$ cat src/rtl/tx_pad_fcs.sv
module tx_pad_fcs #(
  parameter int MIN_LEN = 60,
  parameter int LEN_W   = 16
) (
  input  logic             clk,
  input  logic             rst_n,
  input  logic             in_valid,
  input  logic [7:0]       in_data,
  input  logic             in_sof,
  input  logic             in_eof,
  output logic             in_ready,
  input  logic             pad_en,
  input  logic             fcs_en,
  input  logic             tx_req,
  output logic             tx_valid,
  output logic [7:0]       tx_data,
  output logic             tx_last,
  output logic             st_valid,
  output logic [LEN_W-1:0] st_bytes,
  output logic             st_pad,
  output logic             st_fcs,
  output logic             st_undr
);

  localparam logic [LEN_W-1:0] MIN_L = LEN_W'(MIN_LEN);

  typedef enum logic [1:0] {S_IDLE, S_DATA, S_PAD, S_FCS} state_t;

  state_t           st;
  logic [31:0]      crc;
  logic [LEN_W-1:0] len;
  logic [1:0]       idx;
  logic             pad_q, fcs_q, bad_q, padded_q;

  function automatic logic [31:0] crc_byte(input logic [31:0] c, input logic [7:0] b);
    logic [31:0] r;
    r = c ^ {24'h0, b};
    for (int i = 0; i < 8; i++)
      r = r[0] ? ((r >> 1) ^ 32'hEDB88320) : (r >> 1);
    return r;
  endfunction

  logic idle, in_frame, sof_take, dat_take, take, undr;
  logic pad_c, fcs_c, go_pad, go_fcs, end_plain;
  logic pad_out, fcs_out, fcs_done;
  logic [LEN_W-1:0] len_n;
  logic [31:0] fcs_word;

  assign idle      = (st == S_IDLE);
  assign in_frame  = (st == S_DATA);
  assign sof_take  = idle & in_valid & in_sof & tx_req;
  assign dat_take  = in_frame & in_valid & tx_req;
  assign take      = sof_take | dat_take;
  assign undr      = in_frame & tx_req & ~in_valid;

  assign pad_c     = idle ? pad_en : pad_q;
  assign fcs_c     = idle ? fcs_en : fcs_q;
  assign len_n     = (idle ? '0 : len) + 1'b1;

  assign go_pad    = take & in_eof & pad_c & (len_n < MIN_L);
  assign go_fcs    = take & in_eof & ~go_pad & fcs_c;
  assign end_plain = take & in_eof & ~go_pad & ~fcs_c;

  assign pad_out   = (st == S_PAD) & tx_req;
  assign fcs_out   = (st == S_FCS) & tx_req;
  assign fcs_done  = fcs_out & (idx == 2'd3);

  assign fcs_word  = (undr | bad_q) ? crc : ~crc;

  assign in_ready  = idle ? (~in_sof | tx_req) : (in_frame & tx_req);
  assign tx_valid  = take | undr | pad_out | fcs_out;
  assign tx_data   = take    ? in_data :
                     pad_out ? 8'h00   :
                     fcs_word[{idx, 3'b000} +: 8];
  assign tx_last   = end_plain | fcs_done;

  always_ff @(posedge clk) begin
    if (!rst_n) begin
      st       <= S_IDLE;
      crc      <= '1;
      len      <= '0;
      idx      <= '0;
      pad_q    <= 1'b0;
      fcs_q    <= 1'b0;
      bad_q    <= 1'b0;
      padded_q <= 1'b0;
      st_valid <= 1'b0;
      st_bytes <= '0;
      st_pad   <= 1'b0;
      st_fcs   <= 1'b0;
      st_undr  <= 1'b0;
    end else begin
      st_valid <= 1'b0;
      if (tx_valid) len <= len_n;
      if (sof_take) begin
        pad_q    <= pad_en;
        fcs_q    <= fcs_en;
        bad_q    <= 1'b0;
        padded_q <= 1'b0;
      end
      if (take | pad_out)
        crc <= crc_byte(sof_take ? 32'hFFFF_FFFF : crc, tx_data);
      if (take)
        st <= end_plain ? S_IDLE : go_pad ? S_PAD : go_fcs ? S_FCS : S_DATA;
      if (go_pad) padded_q <= 1'b1;
      if (undr) begin
        st    <= S_FCS;
        idx   <= 2'd1;
        bad_q <= 1'b1;
      end
      if (pad_out && len_n == MIN_L) st <= S_FCS;
      if (fcs_out) begin
        idx <= idx + 2'd1;
        if (idx == 2'd3) st <= S_IDLE;
      end
      if (tx_last) begin
        st_valid <= 1'b1;
        st_bytes <= len_n;
        st_pad   <= fcs_done & padded_q;
        st_fcs   <= fcs_done;
        st_undr  <= fcs_done & bad_q;
      end
    end
  end

endmodule

$ cat config.mk
export PLATFORM = sky130hd
export DESIGN_NAME = tx_pad_fcs
export DESIGN_NICKNAME = d
export VERILOG_FILES = /design/src/rtl/tx_pad_fcs.sv
export SDC_FILE = /design/constraint.sdc
export NUM_CORES = 1
export LEC_CHECK = 0
export BUFFER_PORTS_ARGS = -buffer_cell sky130_fd_sc_hd__buf_2
export CAP_MARGIN = 5
export CELL_PAD_IN_SITES_DETAIL_PLACEMENT = 0
export CELL_PAD_IN_SITES_GLOBAL_PLACEMENT = 1
export CORE_UTILIZATION = 49
export DETAILED_ROUTE_END_ITERATION = 10
export MAX_ROUTING_LAYER = met4
export PLACE_DENSITY_LB_ADDON = 0.1
export SYNTH_ARGS = -nofsm -noshare
export SYNTH_HDL_FRONTEND = slang
export SYNTH_SLANG_ARGS = --single-unit
$ cat constraint.sdc
create_clock -name clk -period 6.4 [get_ports clk]
set_clock_uncertainty 0.05 [all_clocks]
set_input_delay 1.28 -clock clk [delete_from_list [all_inputs] [get_ports clk]]
set_output_delay 1.28 -clock clk [all_outputs]
set_load 0.02 [all_outputs]
Yosys cells after proc, flatten, opt, wreduce, memory -nomap -nowiden
Cells that the tools add are included.

storage, ports and cells
  bits in registers = 76
  input bits = 16
  output and inout bits = 31
  word-level logic and storage cells = 97

cells by class
  add/sub/neg operators = 2
  $lt $le $gt $ge = 1
  eq/ne operators = 5
  shift-type cells = 1
  mux-type cells = 30
  bitwise operators = 40
  reduce and logical (&&, ||, !) cells = 5

operators by type and width
  operator                 count
  $mux W32                 10
  $not A13 Y14             8
  $not A32 Y32             1
  $shiftx A32 B6 Y8        1
  $xor A32 B8 Y32          1
  $mux W2                  10
  $and A1 B1 Y1            18
  $add A16 B1 Y16 const B  1
  $eq A16 B6 Y1 const B    1
  $lt A16 B6 Y1 const B    1
  $mux W16                 1
  $mux W8                  2
  $or A1 B1 Y1             8
  $mux W1                  7
  $eq A2 B2 Y1 const B     3
  $reduce_bool A2 Y1       3
  $not A1 Y1               4
  $add A2 B1 Y2 const B    1
  $eq A2 B1 Y1 const B     1
  $logic_not A2 Y1         1
  $logic_and A1 B1 Y1      1

Depth between registers and ports, before layout
Gate-level depths: netlist of the first run.

  depth after elaboration = 25
  depth in mapped cells = 16
  depth with buffers taken out = 12

Least setup slack after synthesis of the first run
Ideal clock, no wire load.

  path type = register to output
  start point = register st[0]
  end point = output tx_last
  data arrival time = 3.495 ns
  data required time = 5.070 ns
  setup slack = 1.575 ns
  stages on the path, launching flop included = 16
  buffers on the path = 4
  path through = dfxtp_1 -> clkbuf_1 -> nor2_1 -> clkbuf_1 -> clkbuf_1 -> nor2b_1 -> ha_1 -> and3_1 -> nor4bb_1 -> xnor2_1 -> nor2_1 -> nor4_2 -> o2111ai_2 -> a21oi_4 -> buf_4 -> inv_1

between the ends
  word-level cells in the longest chain between the ends = 12
  elaborated cells between the ends (all ways) = 24
  classes of those cells = add/sub: 1; order compare: 1; eq/ne: 2; mux: 3; bitwise: 16; reduce/logical: 1

RTL lines
  what                                                                      RTL line  RTL
  start, declared                                                           29        state_t st;
  start signal, assigned                                                    104       st <= end_plain ? S_IDLE : go_pad ? S_PAD : go_fcs ? S_FCS : S_DATA;
  parallel branches: the longest is 11 deep, another holds $add A16 B1 Y16  n/a
  $or A1 B1 Y1 (*)                                                          75        assign tx_last = end_plain | fcs_done;
  end, declared                                                             17        output logic tx_last,

Every way passes the cells marked *.

Worst setup path in the final report of the first run
Ends and elaborated chain as after synthesis.

==> summary.txt, run 1 <==
Max-slew violations = 0
Max VDD drop = 164 uV
Root Buffer = clkbuf_8
Final TNS setup = 0 ps
CTS buffer count = 9
Initial Utilization = 0.502
Total GRT Usage = 0.248
DP Area = 0.00543 mm2
Slowest stage delay, CP = 670 ps
Post-route ant nets = 0
Critical R2R Launch = st[0]$_SDFF_PN0_
Post-CTS Setup Bufs = 0
Via count = 4328
Sequential share of power = 0.344
Crit Path Class = flop to primary output
Yosys warns = 0
CP max-delay cell = dfxtp_1
Detailed Route WL = 12.7 mm
Reg-to-reg slack, setup = 2230 ps
Final net count = 645
RSZ-0062 raised after global routing = false
Count of cell types in the netlist = 61
Synth async-reset ratio = 0
Most common cell after layout, fill and taps aside = dfxtp_1
Switch Pwr = 0.579 mW
Avg Inst Size Synth = 8.58 um2
CTS tree = yes
# port buffers = 46
MaxCap Viol Count = 0
CTS max path bufs = 2
Ant. Diodes = 0
Die area = 0.0109 mm2
Peak Freq = 189 MHz
Crit Path Max Fanout = 25
Cell Chain, Critical Path = nor2_1 > buf_4 > nor2b_1 > ha_1 > and3_1 > nor4bb_1 > xnor2_1 > nor2_1 > nor4_2 > o2111ai_2 > a21oi_4 > inv_1 > buf_2
Hold_ws = 416 ps
Design Area, Final = 0.00563 mm2
Layout area overhead = 9.50%
Post-synthesis sequential area ratio = 0.296
Vias in the first global route = 3817
Die width = 104 um
Layout cell share with drive strength beyond 1 = 0.197
Rel. slew slack = 0.491
Path depth of the worst reg2reg path = 14
Syn nets = 618
WHS Endpoint = st_bytes[14]$_SDFFE_PN0P_
Clock Pin Slew Worst Setup and Hold Paths = 80 ps
Crit path launch type = flop
CP most frequent cell = nor2_1
DRC = 0
Post-CTS Resized = 0
Commonest cells after routing, fill and taps aside = 76 x dfxtp_1, 70 x nand2_1, 57 x nor2_1, 51 x xnor2_1, 46 x buf_2
Clock network fraction of total power = 0.241
Initial antenna violation count = 0
Worst-skew pair later-pin latency = 360 ps
Worst min-delay path category = flop to flop
CTS Sinks = 76
Crit path capture type = primary output
Vert. Die Dim = 104 um
First-pass GRT wire length = 20.6 mm
Number of synthesized flops with an enable pin = 0
Min-delay src = st_bytes[14]$_SDFFE_PN0P_
Cell count after synthesis = 599
Slew at the pin closest to its max-slew limit = 764 ps
Main synth FF type = dfxtp_1
Sw frac = 0.377
Cell leakage power = 2.20 nW
Worst path bufs/invs = 3
DR WL/cell = 16.5 um
First drt pass iteration count = 5
RR Endpoint = st_bytes[10]$_SDFFE_PN0P_
# rows = 37
Final hold vios = 0
GRT overflow = 0
Setup ws final = 1100 ps
Power per cell area = 273 mW/mm2
Post-CTS Hold Buffers = 0
Worst EP required = 5070 ps
Via density = 5.64
DP Worst Slack = 1570 ps
Final Total Pwr = 1.54 mW
GPL Wtd Cong = 0.876
Tmin final = 5300 ps
IO Count = 47
Top delay family on crit path = simple AND/OR/NAND/NOR gates
Synthesis-stage register bit count = 76
Internal power = 0.956 mW
Setup violations, final = 0
Core Region = 0.0102 mm2
Run status = complete, no violations
Tcrit/Tclk final = 0.828
Combinational power share = 0.415
# fillers = 962
Hold Crit Depth = 2
DP HPWL = 8.96 mm
Largest net degree at the start of global routing = 80
H-tree level count = 3
Mapped Area = 0.00514 mm2
Arrival @ worst endpoint = 3970 ps
First DRT Iteration DRCs = 235
-- cell usage after synthesis, types with 3 or more instances --
| library cell | instances | area [um2] |
|---|---|---|
| dfxtp_1 | 76 | 1520 |
| nand2_1 | 71 | 267 |
| nor2_1 | 57 | 214 |
| xnor2_1 | 51 | 447 |
| o211ai_1 | 43 | 323 |
| nor2b_1 | 25 | 156 |
| clkbuf_1 | 24 | 90.1 |
| mux2i_1 | 18 | 180 |
| o21ai_0 | 17 | 85.1 |
| or3_1 | 16 | 100 |
| a21boi_0 | 15 | 113 |
| xor2_1 | 15 | 131 |
| nor3_1 | 11 | 55.1 |
| a211oi_2 | 10 | 125 |
| and2_1 | 9 | 56.3 |
| inv_1 | 9 | 33.8 |
| nand3_1 | 9 | 45.0 |
| mux4_2 | 8 | 180 |
| o21ai_1 | 8 | 40.0 |
| a21oi_1 | 7 | 35.0 |
| a22oi_2 | 6 | 75.1 |
| or2_2 | 6 | 37.5 |
| a211oi_1 | 5 | 37.5 |
| nor4_1 | 5 | 31.3 |
| a22oi_1 | 4 | 30.0 |
| buf_1 | 4 | 15.0 |
| buf_2 | 4 | 20.0 |
| nor2_2 | 4 | 25.0 |
| o21a_1 | 4 | 30.0 |
| a31oi_1 | 3 | 18.8 |
| and3_1 | 3 | 18.8 |
| ha_1 | 3 | 37.5 |
| nand2b_1 | 3 | 18.8 |
| nand4_1 | 3 | 18.8 |
| nor2_4 | 3 | 33.8 |
| nor3_2 | 3 | 30.0 |
| nor3b_1 | 3 | 22.5 |
| xnor2_2 | 3 | 48.8 |
| xnor3_1 | 3 | 67.6 |
-- how the worst max path moves through the flow --
stage               depth (start not counted)  endpoint  slack, ps        startpoint
floorplan                                  15   tx_last       1580  st[0]$_SDFF_PN0_
global placement                           13   tx_last       1780  st[1]$_SDFF_PN0_
detailed placement                         13   tx_last       1570  st[1]$_SDFF_PN0_
CTS                                        13   tx_last       1130  st[1]$_SDFF_PN0_
global route                               13   tx_last        850  st[1]$_SDFF_PN0_
finish                                     13   tx_last       1100  st[0]$_SDFF_PN0_
-- final cells by class --
class                           instances  area (um2)  area share
Multi-Input combinational cell        477        3430       0.609
Timing Repair Buffer                   53         283      0.0503
Inverter                                9        33.8     0.00601
Sequential cell                        76        1520       0.270
Tap cell                              136         170      0.0302
Clock buffer                           10         128      0.0227
Clock inverter                          6        63.8      0.0113
-- worst register-to-register path, delay by kind of cell (launching register included) --
family / cells / cell delay [ps]
simple gates: 7 / 1520
flops: 1 / 670
buf+inv: 2 / 580
compound gates: 2 / 530
fa+ha+maj: 1 / 320
mux: 1 / 240
xor+xnor: 1 / 170
-- layer usage --
metal	track usage	vias up	share of wire	wire length, um
li1	-	2167	-	-
met1	0.371	2032	0.52	6650
met2	0.326	120	0.41	5140
met3	0.0539	9	0.061	777
met4	0.0786	0	0.0091	115
met5	-	-	0	0
-- power groups by stage --
stage	sequential [mW]	combinational, mW	clock, mW
floorplan	0.526	0.519	0
finish	0.529	0.637	0.370
CTS	0.528	0.636	0.381
global placement	0.538	0.625	0
global route	0.533	0.692	0.405
detailed placement	0.539	0.629	0
-- registers in the layout, summed over array words and instances (netlist names), 2 cells and up --
signal / flops
len: 16
idx: 2
crc: 32
st: 2
st_bytes: 16
-- cell families after synthesis --
kind of cell,share of synthesized area
adders and majority gates,0.00731
DFF,0.296
muxes,0.0745
buffers and inverters,0.0392
AOI/OAI and AO/OA,0.205
xor gates and xnor gates,0.141
and+or+nand+nor,0.237
-- stage by stage --
step                      instances  utilization
after floorplan                 599            -
after global placement          751        0.531
after detailed placement        751        0.531
after CTS                       767        0.550
after global routing            767        0.550
final                           767        0.550
(Power assumes the default switching activity.)
==> inputs of run 2 (changes only) <==
--- a/config.mk
+++ b/config.mk
@@ -9,7 +9,7 @@
 export CAP_MARGIN = 5
 export CELL_PAD_IN_SITES_DETAIL_PLACEMENT = 0
 export CELL_PAD_IN_SITES_GLOBAL_PLACEMENT = 1
-export CORE_UTILIZATION = 49
+export CORE_UTILIZATION = 46
 export DETAILED_ROUTE_END_ITERATION = 10
 export MAX_ROUTING_LAYER = met4
 export PLACE_DENSITY_LB_ADDON = 0.1
==> constraint.sdc (replaced) <==
create_clock -name clk -period 5.4 [get_ports clk]
set_clock_uncertainty 0.05 [all_clocks]
set_input_delay 1.08 -clock clk [delete_from_list [all_inputs] [get_ports clk]]
set_output_delay 1.08 -clock clk [all_outputs]
set_load 0.02 [all_outputs]
==> run 2 against run 1 <==
  * Final cell count up 0.91%
  * Total power up 26%
  * Clock-buffer cell count up 2
  * Hold slack better by 2.7 ps
  * Wire length up 1.8%
  * Largest cell class unchanged
  * Largest power group unchanged
==> summary.txt, run 2 (same netlist as run 1, synthesis figures left out) <==
Post-CTS Setup Bufs = 0 (unchanged)
Setup ws final = 580 ps (-520 ps)
Initial antenna violation count = 0 (unchanged)
IO Count = 47 (unchanged)
First-pass GRT wire length = 21.0 mm (+1.9%)
Slew at the pin closest to its max-slew limit = 949 ps (+185 ps)
Layout area overhead = 11.2%
Initial Utilization = 0.474 (-0.0282)
Layout cell share with drive strength beyond 1 = 0.200 (+0.00380)
Post-CTS Hold Buffers = 0 (unchanged)
Final hold vios = 0 (unchanged)
Sw frac = 0.351 (-0.0268)
Clock network fraction of total power = 0.285 (+0.044)
CTS max path bufs = 2 (unchanged)
RSZ-0062 raised after global routing = false
Worst min-delay path category = flop to flop
DP Worst Slack = 981 ps (-587 ps)
Cell Chain, Critical Path = buf_4 > nor2_1 > buf_4 > nor2b_1 > ha_1 > and3_1 > nor4bb_1 > xnor2_1 > nor2_1 > nor4_2 > o2111ai_2 > a21oi_4 > inv_1 > buf_2
Power per cell area = 338 mW/mm2 (+24%)
Slowest stage delay, CP = 400 ps (-270 ps)
Most common cell after layout, fill and taps aside = dfxtp_1
Die area = 0.0116 mm2 (+6.4%)
Die width = 108 um (+3.1%)
# placed instances = 758 (+0.93%)
# port buffers = 46 (unchanged)
# rows = 38 (+2.7%)
Run status = complete, no violations
Clock Pin Slew Worst Setup and Hold Paths = 80 ps (about the same)
Via count = 4334 (+0.14%)
Largest registers = crc: 32 flops, len: 16 flops, st_bytes: 16 flops
Switch Pwr = 0.677 mW (+17%)
MaxCap Viol Count = 0 (unchanged)
CTS tree = yes
Sequential share of power = 0.323 (-0.021)
Crit path launch type = flop
Peak Freq = 207 MHz
Detailed Route WL = 12.9 mm (+1.8%)
Worst EP required = 4270 ps (-800 ps)
Max reg flops = 32 (unchanged)
Biggest register = crc
# fillers = 1044 (+8.5%)
DRC = 0 (unchanged)
Largest net degree at the start of global routing = 80 (unchanged)
Vert. Die Dim = 108 um (+3.1%)
Max VDD drop = 211 uV (+28%)
Max-slew violations = 0 (unchanged)
Final TNS setup = 0 ps (unchanged)
Final net count = 648 (+0.47%)
Post-CTS Resized = 0 (unchanged)
CTS buffer count = 9 (unchanged)
Commonest cells after routing, fill and taps aside = 76 x dfxtp_1, 70 x nand2_1, 57 x nor2_1, 51 x xnor2_1, 46 x buf_2
Tcrit/Tclk final = 0.893
Core Region = 0.0108 mm2 (+6.0%)
Ant. Diodes = 0 (unchanged)
Arrival @ worst endpoint = 3690 ps (-280 ps)
Worst-skew pair later-pin latency = 370 ps (about the same)
First drt pass iteration count = 5 (unchanged)
CTS Sinks = 76 (unchanged)
Combinational power share = 0.392 (-0.023)
Internal power = 1.25 mW (+31%)
Crit path capture type = primary output
First DRT Iteration DRCs = 451 (+92%)
Fin cells = 774 (+0.91%)
Rel. slew slack = 0.363 (-0.128)
Tmin final = 4820 ps
GRT overflow = 0 (unchanged)
Total GRT Usage = 0.243 (-0.00506)
GPL Wtd Cong = 0.833 (-4.9%)
Vias in the first global route = 3875 (+1.5%)
DR WL/cell = 16.7 um (+0.88%)
Crit Path Max Fanout = 18 (-28%)
Crit Path Class = flop to primary output
Via density = 5.60 (-0.77%)
DP HPWL = 9.24 mm (+3.1%)
Post-route ant nets = 0 (unchanged)
Setup violations, final = 0 (unchanged)
CP max-delay cell = nor4_2
H-tree level count = 3 (unchanged)
Cell leakage power = 2.25 nW (+2.2%)
Root Buffer = clkbuf_8
==> run 2: cell types whose count changed in the layout (fill, tap and decap cells not counted) <==
cell        delta
buf_4          +3
bufinv_16      +2
clkbuf_8       +2
clkinv_2       -1
clkinvlp_4     -2
inv_6          -1
==> run 2: final cells by class <==
cell class                 instances  area, um2  area share
sequential                        76       1520       0.266
inverter                           9       33.8     0.00591
tap                              140        175      0.0307
multi-input combinational        477       3430       0.600
timing repair buffer              56        305      0.0535
clock buffer                      12        155      0.0272
clock inverter                     4       95.1      0.0166
==> run 2: power by group through the flow <==
stage / Combinational (mW) / Clock (mW) / Sequential (mW)
finish: 0.757 / 0.550 / 0.624
CTS: 0.757 / 0.564 / 0.624
detailed placement: 0.751 / 0 / 0.637
global placement: 0.745 / 0 / 0.636
global route: 0.823 / 0.591 / 0.629
floorplan: 0.615 / 0 / 0.623
==> run 2: critical path: cells and delay by family (launching register included) <==
| family | cells | cell delay (ps) |
|---|---|---|
| buffers and inverters | 4 | 630 |
| adder cells (fa/ha/maj) | 1 | 340 |
| AND/OR/NAND/NOR | 6 | 1360 |
| AO/OA/AOI/OAI | 2 | 520 |
| XOR/XNOR | 1 | 160 |
| flip-flops | 1 | 320 |
==> run 2: final timing paths <==
check / start / endpoint / slack, ps / cells after the start
worst max-delay path: st[1]$_SDFF_PN0_ / tx_last / 580 / 14
worst min-delay path: st_bytes[14]$_SDFFE_PN0P_ / st_bytes[14]$_SDFFE_PN0P_ / 420 / 2
worst max register to register: st[1]$_SDFF_PN0_ / st_bytes[12]$_SDFFE_PN0P_ / 1450 / 15
worst min register to register: st_bytes[14]$_SDFFE_PN0P_ / st_bytes[14]$_SDFFE_PN0P_ / 420 / 2
==> run 2: per-layer routing <==
metal,GRT usage,part of all wire,vias up
met2,0.320,0.40,105
met5,-,0,-
met1,0.365,0.53,2032
li1,-,-,2177
met4,0.0959,0.019,0
met3,0.0369,0.047,20
==> run 2: metrics by stage <==
| stage | instance area [um2] | hold slack (ps) | utilization | power (mW) |
|---|---|---|---|---|
| 3_5_place_dp | 5460 | 414 | 0.504 | 1.39 |
| 6_report | 5710 | 419 | 0.527 | 1.93 |
| 4_1_cts | 5710 | 423 | 0.527 | 1.95 |
| 5_1_grt | 5710 | 462 | 0.527 | 2.04 |
| 3_3_place_gp | 5460 | 401 | 0.504 | 1.38 |
| 2_1_floorplan | 5140 | 401 | - | 1.24 |
